**src/rtl/acc_seq_pkg.sv**
```systemverilog
package acc_seq_pkg;

  typedef enum logic [3:0] {
    ST_FETCH,
    ST_DECODE,
    ST_IMM_ADR,
    ST_IMM_CAP,
    ST_ADD,
    ST_PUSH,
    ST_TGT_LO,
    ST_TGT_HI,
    ST_TGT_CAP,
    ST_JUMP,
    ST_HALT
  } seq_state_e;

  localparam logic [7:0] OPC_LDA = 8'h01;
  localparam logic [7:0] OPC_LDB = 8'h02;
  localparam logic [7:0] OPC_ADD = 8'h03;
  localparam logic [7:0] OPC_PSH = 8'h04;
  localparam logic [7:0] OPC_CAL = 8'h05;

  typedef enum logic {BUS_IP, BUS_SP} bus_src_e;

  typedef struct packed {
    logic     ir_load;
    logic     ip_inc;
    logic     ip_jump;
    logic     ax_from_bus;
    logic     bx_from_bus;
    logic     ax_from_alu;
    logic     sp_inc;
    logic     hold_lo;
    logic     hold_hi;
    logic     wr;
    bus_src_e src;
  } seq_ctl_t;

  // State that follows decode for a given opcode byte.
  function automatic seq_state_e after_decode(input logic [7:0] op);
    case (op)
      OPC_LDA, OPC_LDB: return ST_IMM_ADR;
      OPC_ADD:          return ST_ADD;
      OPC_PSH:          return ST_PUSH;
      OPC_CAL:          return ST_TGT_LO;
      default:          return ST_HALT;
    endcase
  endfunction

endpackage

```
**src/rtl/acc_seq_alu.sv**
```systemverilog
module acc_seq_alu #(
  parameter int unsigned DATA_W = 8
) (
  input  logic [DATA_W-1:0] opa,
  input  logic [DATA_W-1:0] opb,
  output logic [DATA_W-1:0] sum
);

  // Modular add; the carry out is discarded.
  function automatic logic [DATA_W-1:0] wrap_add(input logic [DATA_W-1:0] a,
                                                 input logic [DATA_W-1:0] b);
    logic [DATA_W:0] full;
    full = {1'b0, a} + {1'b0, b};
    return full[DATA_W-1:0];
  endfunction

  assign sum = wrap_add(opa, opb);

endmodule

```
**src/rtl/acc_seq_ctrl.sv**
```systemverilog
module acc_seq_ctrl
  import acc_seq_pkg::*;
#(
  parameter int unsigned DATA_W = 8
) (
  input  logic              clk,
  input  logic              rst_n,
  input  logic [DATA_W-1:0] op_byte,
  input  logic [DATA_W-1:0] ir_q,
  output seq_ctl_t          ctl,
  output logic              ev_decode,
  output logic              ev_add,
  output logic              ev_jump,
  output logic              halted
);

  seq_state_e state_q, state_d;

  always_ff @(posedge clk or negedge rst_n) begin
    if (!rst_n) state_q <= ST_FETCH;
    else        state_q <= state_d;
  end

  always_comb begin
    state_d = state_q;
    case (state_q)
      ST_FETCH:   state_d = ST_DECODE;
      ST_DECODE:  state_d = after_decode(op_byte[7:0]);
      ST_IMM_ADR: state_d = ST_IMM_CAP;
      ST_IMM_CAP: state_d = ST_FETCH;
      ST_ADD:     state_d = ST_FETCH;
      ST_PUSH:    state_d = ST_FETCH;
      ST_TGT_LO:  state_d = ST_TGT_HI;
      ST_TGT_HI:  state_d = ST_TGT_CAP;
      ST_TGT_CAP: state_d = ST_JUMP;
      ST_JUMP:    state_d = ST_FETCH;
      ST_HALT:    state_d = ST_HALT;
      default:    state_d = ST_HALT;
    endcase
  end

  always_comb begin
    ctl     = '0;
    ctl.src = BUS_IP;
    case (state_q)
      ST_DECODE: begin
        ctl.ir_load = 1'b1;
        ctl.ip_inc  = 1'b1;
      end
      ST_IMM_ADR: ctl.ip_inc = 1'b1;
      ST_IMM_CAP: begin
        if (ir_q[7:0] == OPC_LDB) ctl.bx_from_bus = 1'b1;
        else                      ctl.ax_from_bus = 1'b1;
      end
      ST_ADD: ctl.ax_from_alu = 1'b1;
      ST_PUSH: begin
        ctl.src    = BUS_SP;
        ctl.wr     = 1'b1;
        ctl.sp_inc = 1'b1;
      end
      ST_TGT_LO: ctl.ip_inc = 1'b1;
      ST_TGT_HI: begin
        ctl.ip_inc  = 1'b1;
        ctl.hold_lo = 1'b1;
      end
      ST_TGT_CAP: ctl.hold_hi = 1'b1;
      ST_JUMP:    ctl.ip_jump = 1'b1;
      default: ;
    endcase
  end

  assign ev_decode = (state_q == ST_DECODE);
  assign ev_add    = (state_q == ST_ADD);
  assign ev_jump   = (state_q == ST_JUMP);
  assign halted    = (state_q == ST_HALT);

endmodule

```
**src/rtl/acc_seq_dpath.sv**
```systemverilog
module acc_seq_dpath
  import acc_seq_pkg::*;
#(
  parameter int unsigned        ADDR_W = 16,
  parameter int unsigned        DATA_W = 8,
  parameter logic [ADDR_W-1:0]  IP_RST = '0,
  parameter logic [ADDR_W-1:0]  SP_RST = '0
) (
  input  logic              clk,
  input  logic              rst_n,
  input  seq_ctl_t          ctl,
  input  logic [DATA_W-1:0] mem_rdata,
  input  logic [DATA_W-1:0] alu_sum,
  output logic [ADDR_W-1:0] mem_addr,
  output logic [DATA_W-1:0] mem_wdata,
  output logic              mem_we,
  output logic [ADDR_W-1:0] ip_q,
  output logic [ADDR_W-1:0] sp_q,
  output logic [DATA_W-1:0] ax_q,
  output logic [DATA_W-1:0] bx_q,
  output logic [ADDR_W-1:0] hold_q,
  output logic [DATA_W-1:0] ir_q
);

  localparam int unsigned HOLD_W = 2 * DATA_W;

  function automatic logic [ADDR_W-1:0] step(input logic [ADDR_W-1:0] p);
    return p + 1'b1;
  endfunction

  logic [HOLD_W-1:0] hold_r;

  always_ff @(posedge clk or negedge rst_n) begin
    if (!rst_n) begin
      ip_q   <= IP_RST;
      sp_q   <= SP_RST;
      ax_q   <= '0;
      bx_q   <= '0;
      hold_r <= '0;
      ir_q   <= '0;
    end else begin
      if (ctl.ir_load) ir_q <= mem_rdata;
      if (ctl.ip_jump)     ip_q <= hold_r[ADDR_W-1:0];
      else if (ctl.ip_inc) ip_q <= step(ip_q);
      if (ctl.sp_inc) sp_q <= step(sp_q);
      if (ctl.ax_from_alu)      ax_q <= alu_sum;
      else if (ctl.ax_from_bus) ax_q <= mem_rdata;
      if (ctl.bx_from_bus) bx_q <= mem_rdata;
      if (ctl.hold_lo) hold_r[DATA_W-1:0]      <= mem_rdata;
      if (ctl.hold_hi) hold_r[HOLD_W-1:DATA_W] <= mem_rdata;
    end
  end

  assign hold_q    = hold_r[ADDR_W-1:0];
  assign mem_addr  = (ctl.src == BUS_SP) ? sp_q : ip_q;
  assign mem_wdata = ax_q;
  assign mem_we    = ctl.wr;

endmodule

```
**src/rtl/acc_cpu_seq.sv**
```systemverilog
module acc_cpu_seq
  import acc_seq_pkg::*;
#(
  parameter int unsigned       ADDR_W = 16,
  parameter int unsigned       DATA_W = 8,
  parameter logic [ADDR_W-1:0] IP_RST = 16'h0000,
  parameter logic [ADDR_W-1:0] SP_RST = 16'h8000
) (
  input  logic              clk,
  input  logic              rst_n,
  output logic [ADDR_W-1:0] mem_addr,
  input  logic [DATA_W-1:0] mem_rdata,
  output logic [DATA_W-1:0] mem_wdata,
  output logic              mem_we,
  output logic              halted
);

  seq_ctl_t          ctl;
  logic [DATA_W-1:0] ir_q;
  logic [DATA_W-1:0] ax_q;
  logic [DATA_W-1:0] bx_q;
  logic [DATA_W-1:0] alu_sum;
  logic [ADDR_W-1:0] ip_q;
  logic [ADDR_W-1:0] sp_q;
  logic [ADDR_W-1:0] hold_q;
  logic              ev_decode;
  logic              ev_add;
  logic              ev_jump;

  acc_seq_ctrl #(.DATA_W(DATA_W)) u_ctrl (
    .clk       (clk),
    .rst_n     (rst_n),
    .op_byte   (mem_rdata),
    .ir_q      (ir_q),
    .ctl       (ctl),
    .ev_decode (ev_decode),
    .ev_add    (ev_add),
    .ev_jump   (ev_jump),
    .halted    (halted)
  );

  acc_seq_dpath #(
    .ADDR_W (ADDR_W),
    .DATA_W (DATA_W),
    .IP_RST (IP_RST),
    .SP_RST (SP_RST)
  ) u_dpath (
    .clk       (clk),
    .rst_n     (rst_n),
    .ctl       (ctl),
    .mem_rdata (mem_rdata),
    .alu_sum   (alu_sum),
    .mem_addr  (mem_addr),
    .mem_wdata (mem_wdata),
    .mem_we    (mem_we),
    .ip_q      (ip_q),
    .sp_q      (sp_q),
    .ax_q      (ax_q),
    .bx_q      (bx_q),
    .hold_q    (hold_q),
    .ir_q      (ir_q)
  );

  acc_seq_alu #(.DATA_W(DATA_W)) u_alu (
    .opa (ax_q),
    .opb (bx_q),
    .sum (alu_sum)
  );

endmodule

```
**config.mk**
```make
export PLATFORM = sky130hd
export DESIGN_NAME = acc_cpu_seq
export DESIGN_NICKNAME = d
export VERILOG_FILES = /design/src/rtl/acc_seq_pkg.sv /design/src/rtl/acc_seq_alu.sv /design/src/rtl/acc_seq_ctrl.sv /design/src/rtl/acc_seq_dpath.sv /design/src/rtl/acc_cpu_seq.sv
export SDC_FILE = /design/constraint.sdc
export NUM_CORES = 1
export LEC_CHECK = 0
export BUFFER_PORTS_ARGS = -buffer_cell sky130_fd_sc_hd__buf_4
export CORE_MARGIN = 8
export CORE_UTILIZATION = 40
export DETAILED_ROUTE_END_ITERATION = 8
export GPL_TIMING_DRIVEN = 0
export PLACE_DENSITY = 0.63
export SETUP_SLACK_MARGIN = 0.5
export SKIP_LAST_GASP = 1
export SYNTH_ARGS = -nofsm -noshare
export SYNTH_HDL_FRONTEND = slang
export SYNTH_HIERARCHICAL = 1
export SYNTH_SLANG_ARGS = --single-unit
export TNS_END_PERCENT = 100
```
**constraint.sdc**
```tcl
create_clock -name clk -period 3 [get_ports clk]
set_input_delay 0.6 -clock clk [delete_from_list [all_inputs] [get_ports clk]]
set_output_delay 0.6 -clock clk [all_outputs]
set_load 0.005 [all_outputs]
```
==> results of run 1 <==
## critical path: cells and delay by family (launching register included)
family / cells / cell delay [ns]
buffers and inverters: 4 / 0.55
AND/OR/NAND/NOR: 2 / 0.26
multiplexers: 1 / 0.34
flip-flops: 1 / 0.39
## synthesized netlist by cell type (all sizes together)
cell     instances
o311ai           2
nor2             9
nor3b            1
or4              1
a211oi           2
a21oi            9
o211ai           3
nor3            10
nor4             8
o2bb2ai          1
dfrtp           75
xor2            12
clkbuf          13
or3b             1
a211o            1
nor4b            1
ha               9
mux2            48
mux2i            9
nand2b           7
dfstp            1
or2              1
nand4            9
and3             4
o21a             1
or3              1
o22ai            3
a21o             1
o31ai            1
nand3            8
a2111oi          2
nor2b            3
xnor2           22
o21ai           27
buf             17
o31a             1
inv              9
a221oi           1
fa               1
nand3b           1
nand2           41
o41a             1
## cell usage in the layout (no fill, tap or decap), types with 5 or more instances in the layout
cell type | Yosys | routed
a21oi_1 | 9 | 9
buf_4 | 14 | 61
clkbuf_1 | 13 | 10
clkbuf_8 | 0 | 11
dfrtp_1 | 75 | 75
ha_1 | 9 | 9
inv_1 | 9 | 9
mux2_2 | 48 | 45
mux2i_1 | 9 | 9
nand2_1 | 41 | 41
nand2b_1 | 7 | 5
nand3_1 | 8 | 8
nand4_1 | 7 | 7
nor2_1 | 9 | 8
nor3_1 | 10 | 10
nor4_2 | 6 | 6
o21ai_0 | 23 | 23
xnor2_1 | 22 | 22
xor2_1 | 12 | 12
## state kept, by name, indices dropped and copies added (netlist names)
signal and flops:
u_dpath/hold_q 16, u_dpath/ip_q 16, u_dpath/sp_q 16, u_dpath/ax_q 8, u_dpath/bx_q 8, u_dpath/ir_q 8
u_ctrl/state_q 4
## area by class of cell
type                            count  area [µm²]
Sequential cell                    76        1903
Timing Repair Buffer               47       352.8
Fill cell                         931        5192
Multi-Input combinational cell    263        2036
Inverter                            9       33.78
Tap cell                          136       170.2
Buffer                             30       210.2
Clock inverter                      6       112.6
Clock buffer                       10       127.6
## stage by stage
step | cell area [µm²] | hold WS (ns) | cells | worst slack (ns)
floorplan | 4106 | 0.3044 | 378 | 0.6010
global placement | 4539 | 0.4627 | 549 | 0.1231
detailed placement | 4539 | 0.4681 | 549 | 0.1657
CTS | 4913 | 0.4360 | 575 | 0.4911
global route | 4946 | 0.4553 | 577 | 0.4667
finish | 4946 | 0.3855 | 577 | 0.5274
## cells by family after synthesis
group                      after synthesis  share of synthesized area
and+or+nand+nor                        106                     0.1447
DFF                                     76                     0.4634
muxes                                   57                     0.1536
AOI/OAI and AO/OA                       56                    0.08440
buffers and inverters                   39                    0.04905
xor gates and xnor gates                34                    0.07252
adders and majority gates               10                    0.03230
## per-layer routing
metal  vias to the layer above  GRT usage  wire (µm)
met1                      1453     0.1604       4114
met4                         0    0.05515        187
met3                        18    0.03501        348
met2                        57     0.2040       4169
li1                       1445          -          -
met5                         -          0          0
## repair_timing
| action | 4_1_cts | 5_1_grt |
|---|---|---|
| gates resized for setup | 17 | 7 |
| buffers inserted | 10 | 2 |
| pin swaps | 1 | 1 |
| setup endpoints to repair | 16 | 13 |
## power breakdown
part           internal (W)  switching [W]
Clock              0.000553       0.000384
Sequential          0.00102              0
Combinational     0.0000104      0.0000354
## worst max path at each step
| stage | from | endpoint | cells after the start |
|---|---|---|---|
| 3_3_place_gp | u_ctrl/state_q[3] | mem_addr[14] | 7 |
| 4_1_cts | u_ctrl/state_q[3] | mem_addr[14] | 7 |
| 5_1_grt | u_ctrl/state_q[3] | mem_addr[14] | 7 |
| 3_5_place_dp | u_ctrl/state_q[3] | mem_addr[14] | 7 |
| 2_1_floorplan | u_ctrl/state_q[3] | mem_addr[11] | 6 |
| 6_report | u_ctrl/state_q[3] | mem_addr[14] | 7 |
==> impl_results.md, run 1 <==
- Worst setup SP type: flip-flop
- FMAX: 0.4044 GHz
- CP max FO: 8
- Post-synthesis to final-layout area growth: 20.44%
- Num ports: 36
- Yosys top cell by area: dfrtp_1
- CORE AREA: roughly 10000 µm²
- Pin count of the biggest net entering global routing: between 70 and 80
- Initial DRC Count: 134
- Crit path time final: 2.473 ns
- RR Endpoint: u_dpath/sp_q[13]
- Die Ht: 117.3 µm
- DR vias/cell: 5.153
- Final setup TNS: 0 ns
- Least-Margin Pin Slew: 0.9718 ns
- Clk buf depth: 2
- All-Layer GR Usage: 0.1284
- CTS H-tree lvls: 3
- Worst Hold Class: in -> async
- CP max stage delay: around 0.39 ns
- Origin of the critical flop-to-flop path: u_ctrl/state_q[3]
- Antenna violations before repair: 0
- Post-CTS Hold Fix Bufs: 0
- Total number of vias: 2973
- Tot Pwr: around 0.002 W
- Worst setup EP type: primary output
- Initial core utilization: 0.4050
- WP data arrival: 1.87 ns
- Root Buffer: clkbuf_8
- Clock sinks: 76
- Critical Path RT: 2.40 ns
- Max VDD drop: 0.3051 mV
- Yosys warns: 6
- Post-Syn Nets: 398
- Synth Cell Area: 4106 µm²
- Final setup skew: 0.009910 ns
- Crit path cell chain: clkbuf_8 > nand2b_4 > nor2_4 > buf_6 > buf_8 > mux2_2 > buf_4
- Detailed Place HPWL: 6115 µm
- Flop2flop setup slack: roughly 0.75 ns
- Slew Limit Fails: 0
- Clk pin slew, worst setup/hold paths: 0.08 ns
- Antenna Cells: 0
- Worst skew pair latency: 0.35 ns
- RSZ-0062 raised after global routing: true
- DRC: 0
- CTS buffer count: 9
- Max Cap Viol: 0
- Post-synthesis register bit count: between 70 and 80
- Syn Area/Cell: approximately 11 µm²
- Drt pass-1 iters: 4
- Critical path type: reg -> out
- Hold Violations, Final: 0
- Power Density: 405.7 nW/µm²
- Layout Utilization: 0.4878
- Layout cells sized above 1: 0.3379
- Post-synthesis cell type count: 50
- Row cnt: 37
- Leak pwr: approximately 2.2 nW
- Final period util: 0.8242
- Antenna-violating nets left: 0
- Sequential fraction of the synthesis area: 0.4634
- Post-Route WL: 8819 µm
- Die Width: 117.3 µm
- # port buffers: 35
- Final setup fails: 0
- First-pass GRT wire length: 14660 µm
- Area share of the largest cell type after synthesis: 0.4570
- Die ar.: 13760 µm²
- CTS tree: done
- Routed WL per cell: 15.28 µm
- Vias in the first global route: 3003
- Status: completed
- R2R depth: 10
- Cells after synthesis: 378
- GPL Wtd Cong: ~0.8
- Grt ovf: 0
- Layout Nets: 456
- Slowest-stage cell, CP: dfrtp_1
- Rel. slew slack: 0.3521
- Top cells by area, synth: dfrtp_1 46%, mux2_2 13%, xnor2_1 4.7%
Note: power is estimated with default switching activity, not from simulation.
==> inputs of run 2 (changes only) <==
--- a/config.mk
+++ b/config.mk
@@ -5,12 +5,13 @@
 export SDC_FILE = /design/constraint.sdc
 export NUM_CORES = 1
 export LEC_CHECK = 0
+export ABC_AREA = 1
 export BUFFER_PORTS_ARGS = -buffer_cell sky130_fd_sc_hd__buf_4
 export CORE_MARGIN = 8
 export CORE_UTILIZATION = 40
 export DETAILED_ROUTE_END_ITERATION = 8
 export GPL_TIMING_DRIVEN = 0
-export PLACE_DENSITY = 0.63
+export PLACE_DENSITY = 0.65
 export SETUP_SLACK_MARGIN = 0.5
 export SKIP_LAST_GASP = 1
 export SYNTH_ARGS = -nofsm -noshare
==> constraint.sdc (replaced) <==
create_clock -name clk -period 2.2 [get_ports clk]
set_input_delay 0.44 -clock clk [delete_from_list [all_inputs] [get_ports clk]]
set_output_delay 0.44 -clock clk [all_outputs]
set_load 0.005 [all_outputs]
==> run 2 against run 1 <==
  * Total power is 27% higher
  * Utilization is 4.1 points higher
  * Register-to-register slack worse by 0.47 ns
  * Clock skew is 0.0050 ns higher
  * Critical endpoint is now mem_we
==> impl_results.md, run 2 <==
- DRC: 0 (unchanged)
- Rel. slew slack: 0.3573 (+0.005213)
- Row cnt: 38 (+2.7%)
- Leak pwr: 2.954 nW (+32%)
- Final setup skew: 0.01496 ns (+0.005049 ns)
- Pint: 0.001940 W (+22%)
- Met1 Use GR: 0.1908 (+0.03037)
- Synth top cells by count: 139 x nand2_1, 75 x dfrtp_1, 65 x inv_1
- CP max stage delay: 0.40 ns (about the same)
- GR peak layer: met2
- First-pass GRT wire length: 17720 µm (+21%)
- Post-Syn Nets: 555 (+39%)
- CTS tree: done
- Delay-heaviest family, CP: buffers and inverters
- R2R depth: 13 (+3)
- Slowest-stage cell, CP: dfrtp_1
- Num ports: 36 (unchanged)
- RSZ-0062 raised after global routing: true
- Syn Area/Cell: 8.295 µm² (-24%)
- Post-synth EDFFs: 0 (unchanged)
- Worst skew pair latency: 0.35 ns (about the same)
- Layout Nets: 634 (+39%)
- Pin count of the biggest net entering global routing: 77 (unchanged)
- Vias in the first global route: 3590 (+20%)
- Status: completed
- Die ar.: 14720 µm² (+7.0%)
- Layout cells sized above 1: 0.3619 (+0.02401)
- Main flop type after synthesis: dfrtp_1
- Clk buf depth: 2 (unchanged)
- Hold Violations, Final: 0 (unchanged)
- Routed WL per cell: 14.88 µm (-2.7%)
- Cells after synthesis: 535 (+42%)
- CORE AREA: 10840 µm² (+6.9%)
- Final setup fails: 0 (unchanged)
- Worst setup EP type: primary output
- CP bufs+invs: 7 (+3)
- Post-synthesis register bit count: 76 (unchanged)
- Flop pwr share: 0.550 (+0.040)
- Total number of vias: 3796 (+28%)
- Post-Route WL: 11290 µm (+28%)
- Worst Hold Class: in -> async
- Commonest non-fill, non-tap cell in the layout: nand2_1
- Power Density: 443.2 nW/µm² (+9.2%)
- Post-synth ARST share: 1.000 (unchanged)
- Antenna-violating nets left: 0 (unchanged)
- Max Cap Viol: 0 (unchanged)
- Drt pass-1 iters: 4 (unchanged)
- Final setup TNS: 0 ns (unchanged)
- Clock share of power: 0.424 (-0.043)
- Detailed Place HPWL: 7318 µm (+20%)
- Crit path cell chain: inv_2 > nor2_4 > inv_2 > nor2_4 > buf_12 > buf_4 > buf_4 > buf_4 > buf_4
- All-Layer GR Usage: 0.1501 (+0.02176)
- Combinational power share: 0.027 (+0.004)
- Die Ht: 121.3 µm (+3.4%)
- Switching power: 0.0005993 W (+43%)
- Critical Path RT: 1.76 ns (-0.64 ns)
- Yosys top cell by area: dfrtp_1
- Grt ovf: 0 (unchanged)
- Min Hold Slack: 0.2193 ns (-0.1663 ns)
- WP data arrival: 1.63 ns (-0.24 ns)
- FMAX: 0.4843 GHz
- CP max FO: 7 (-1)
- Final period util: 0.9387
- Most frequent cells in the layout: 122 x nand2_1, 73 x dfrtp_1, 71 x buf_4
- Worst setup SP type: flip-flop
- Met2 Use GR: 0.2491 (+0.04505)
- Root Buffer: clkbuf_8
- Crit path time final: 2.065 ns
- Initial DRC Count: 191 (+43%)
- Die Width: 121.3 µm (+3.4%)
- Least-Margin Pin Slew: 0.9640 ns (-0.007819 ns)
- Critical path type: reg -> out
- Initial core utilization: 0.4094 (+0.004360)
- Post-CTS Hold Fix Bufs: 0 (unchanged)
- Post-synthesis cell type count: 35 (-30%)
- CTS H-tree lvls: 3 (unchanged)
- Most frequent cell after synthesis: nand2_1
- Top cells by area, synth: dfrtp_1 42%, nand2_1 12%, mux2_2 7.9%
- Clock sinks: 76 (unchanged)
- Crit path top cell by count: buf_4
- CTS buffer count: 9 (unchanged)
- Clk pin slew, worst setup/hold paths: 0.09 ns (about the same)
- Post-synthesis to final-layout area growth: 29.09%
- Critical path depth in cells: 9 (+2)
- DR vias/cell: 5.001 (-2.9%)
- GPL Wtd Cong: 0.8896 (+11%)
- Area share of the largest cell type after synthesis: 0.4229 (-0.03415)
- Antenna Cells: 0 (unchanged)
- Slew Limit Fails: 0 (unchanged)
- Antenna violations before repair: 0 (unchanged)
- Sequential fraction of the synthesis area: 0.4288 (-0.03462)
- Synth Cell Area: 4438 µm² (+8.1%)
- # port buffers: 35 (unchanged)
- Sw Share: 0.2360 (+0.02678)
- Yosys warns: 6 (unchanged)
- M3 GR Usage: 0.02885 (-0.006161)
- Max VDD drop: 0.2942 mV (-3.5%)
run 2: cell types whose count changed in the layout (fill, tap and decap cells not counted), sizes merged, moves of 14 or more:
cell	change
a22oi	+14
buf	+29
inv	+64
mux2	-17
nand2	+105
nand3	+31
nor2	+38
xnor2	-15
run 2: power by group through the flow:
stage / clock (W) / sequential, W / combinational, W
after global placement: 0 / 0.00142 / 0.0000708
after CTS: 0.00111 / 0.00140 / 0.0000717
final: 0.00108 / 0.00140 / 0.0000681
after floorplan: 0 / 0.00142 / 0.00000865
after global routing: 0.00119 / 0.00140 / 0.0000781
after detailed placement: 0 / 0.00142 / 0.0000712
run 2: repair_timing:
action,CTS,global route
gates resized for setup,51,82
buffers inserted,13,16
pin swaps,9,17
endpoints found under the setup margin,47,66
cloned,2,2
run 2: final timing paths:
path / startpoint / to / slack [ns]
min reg2reg: u_dpath/sp_q[6] / u_dpath/sp_q[6] / 0.50
max in group asynchronous: rst_n / u_ctrl/state_q[3] / 1.28
min in group clk: mem_rdata[4] / u_dpath/ax_q[4] / 0.38
max: u_ctrl/state_q[2] / mem_we / 0.13
min: rst_n / u_dpath/ax_q[6] / 0.22
max reg2reg: u_ctrl/state_q[3] / u_dpath/sp_q[13] / 0.28
run 2: stage by stage:
stage / cell area, µm² / utilization / setup slack (ns) / total power (W) / instances
after floorplan: 4443 / - / 0.5674 / 0.001432 / 535
after global placement: 4881 / 0.4503 / 0.1537 / 0.001494 / 710
after detailed placement: 4881 / 0.4503 / 0.1416 / 0.001495 / 710
after CTS: 5326 / 0.4913 / 0.1517 / 0.002576 / 741
after global routing: 5729 / 0.5285 / 0.06584 / 0.002660 / 759
final: 5729 / 0.5285 / 0.1350 / 0.002539 / 759
run 2: layout make-up:
class / count / area (µm²)
Inverter: 72 / 285.3
Tap cell: 140 / 175.2
Fill cell: 952 / 5111
Clock buffer: 9 / 123.9
Buffer: 27 / 247.7
Timing Repair Buffer: 68 / 563.0
Sequential cell: 76 / 1906
Clock inverter: 7 / 73.82
Multi-Input combinational cell: 360 / 2355
run 2: kinds of logic after synthesis:
group	after synthesis	synth area share
flops	76	0.4288
simple gates	253	0.2594
mux	31	0.07866
xor+xnor	19	0.04173
compound gates	47	0.06146
fa+ha+maj	10	0.02989
buf+inv	99	0.1001
run 2: worst reg2reg max path: cells and delay by family (launching register included):
kind	cells	cell delay (ns)
buffers and inverters	5	0.53
flip-flops	1	0.44
AND/OR/NAND/NOR	8	0.86
run 2: metal layers:
| layer | vias up | part of all wire |
|---|---|---|
| li1 | 1860 | - |
| met1 | 1849 | 0.45 |
| met2 | 77 | 0.50 |
| met3 | 10 | 0.035 |
| met4 | 0 | 0.012 |
| met5 | - | 0 |
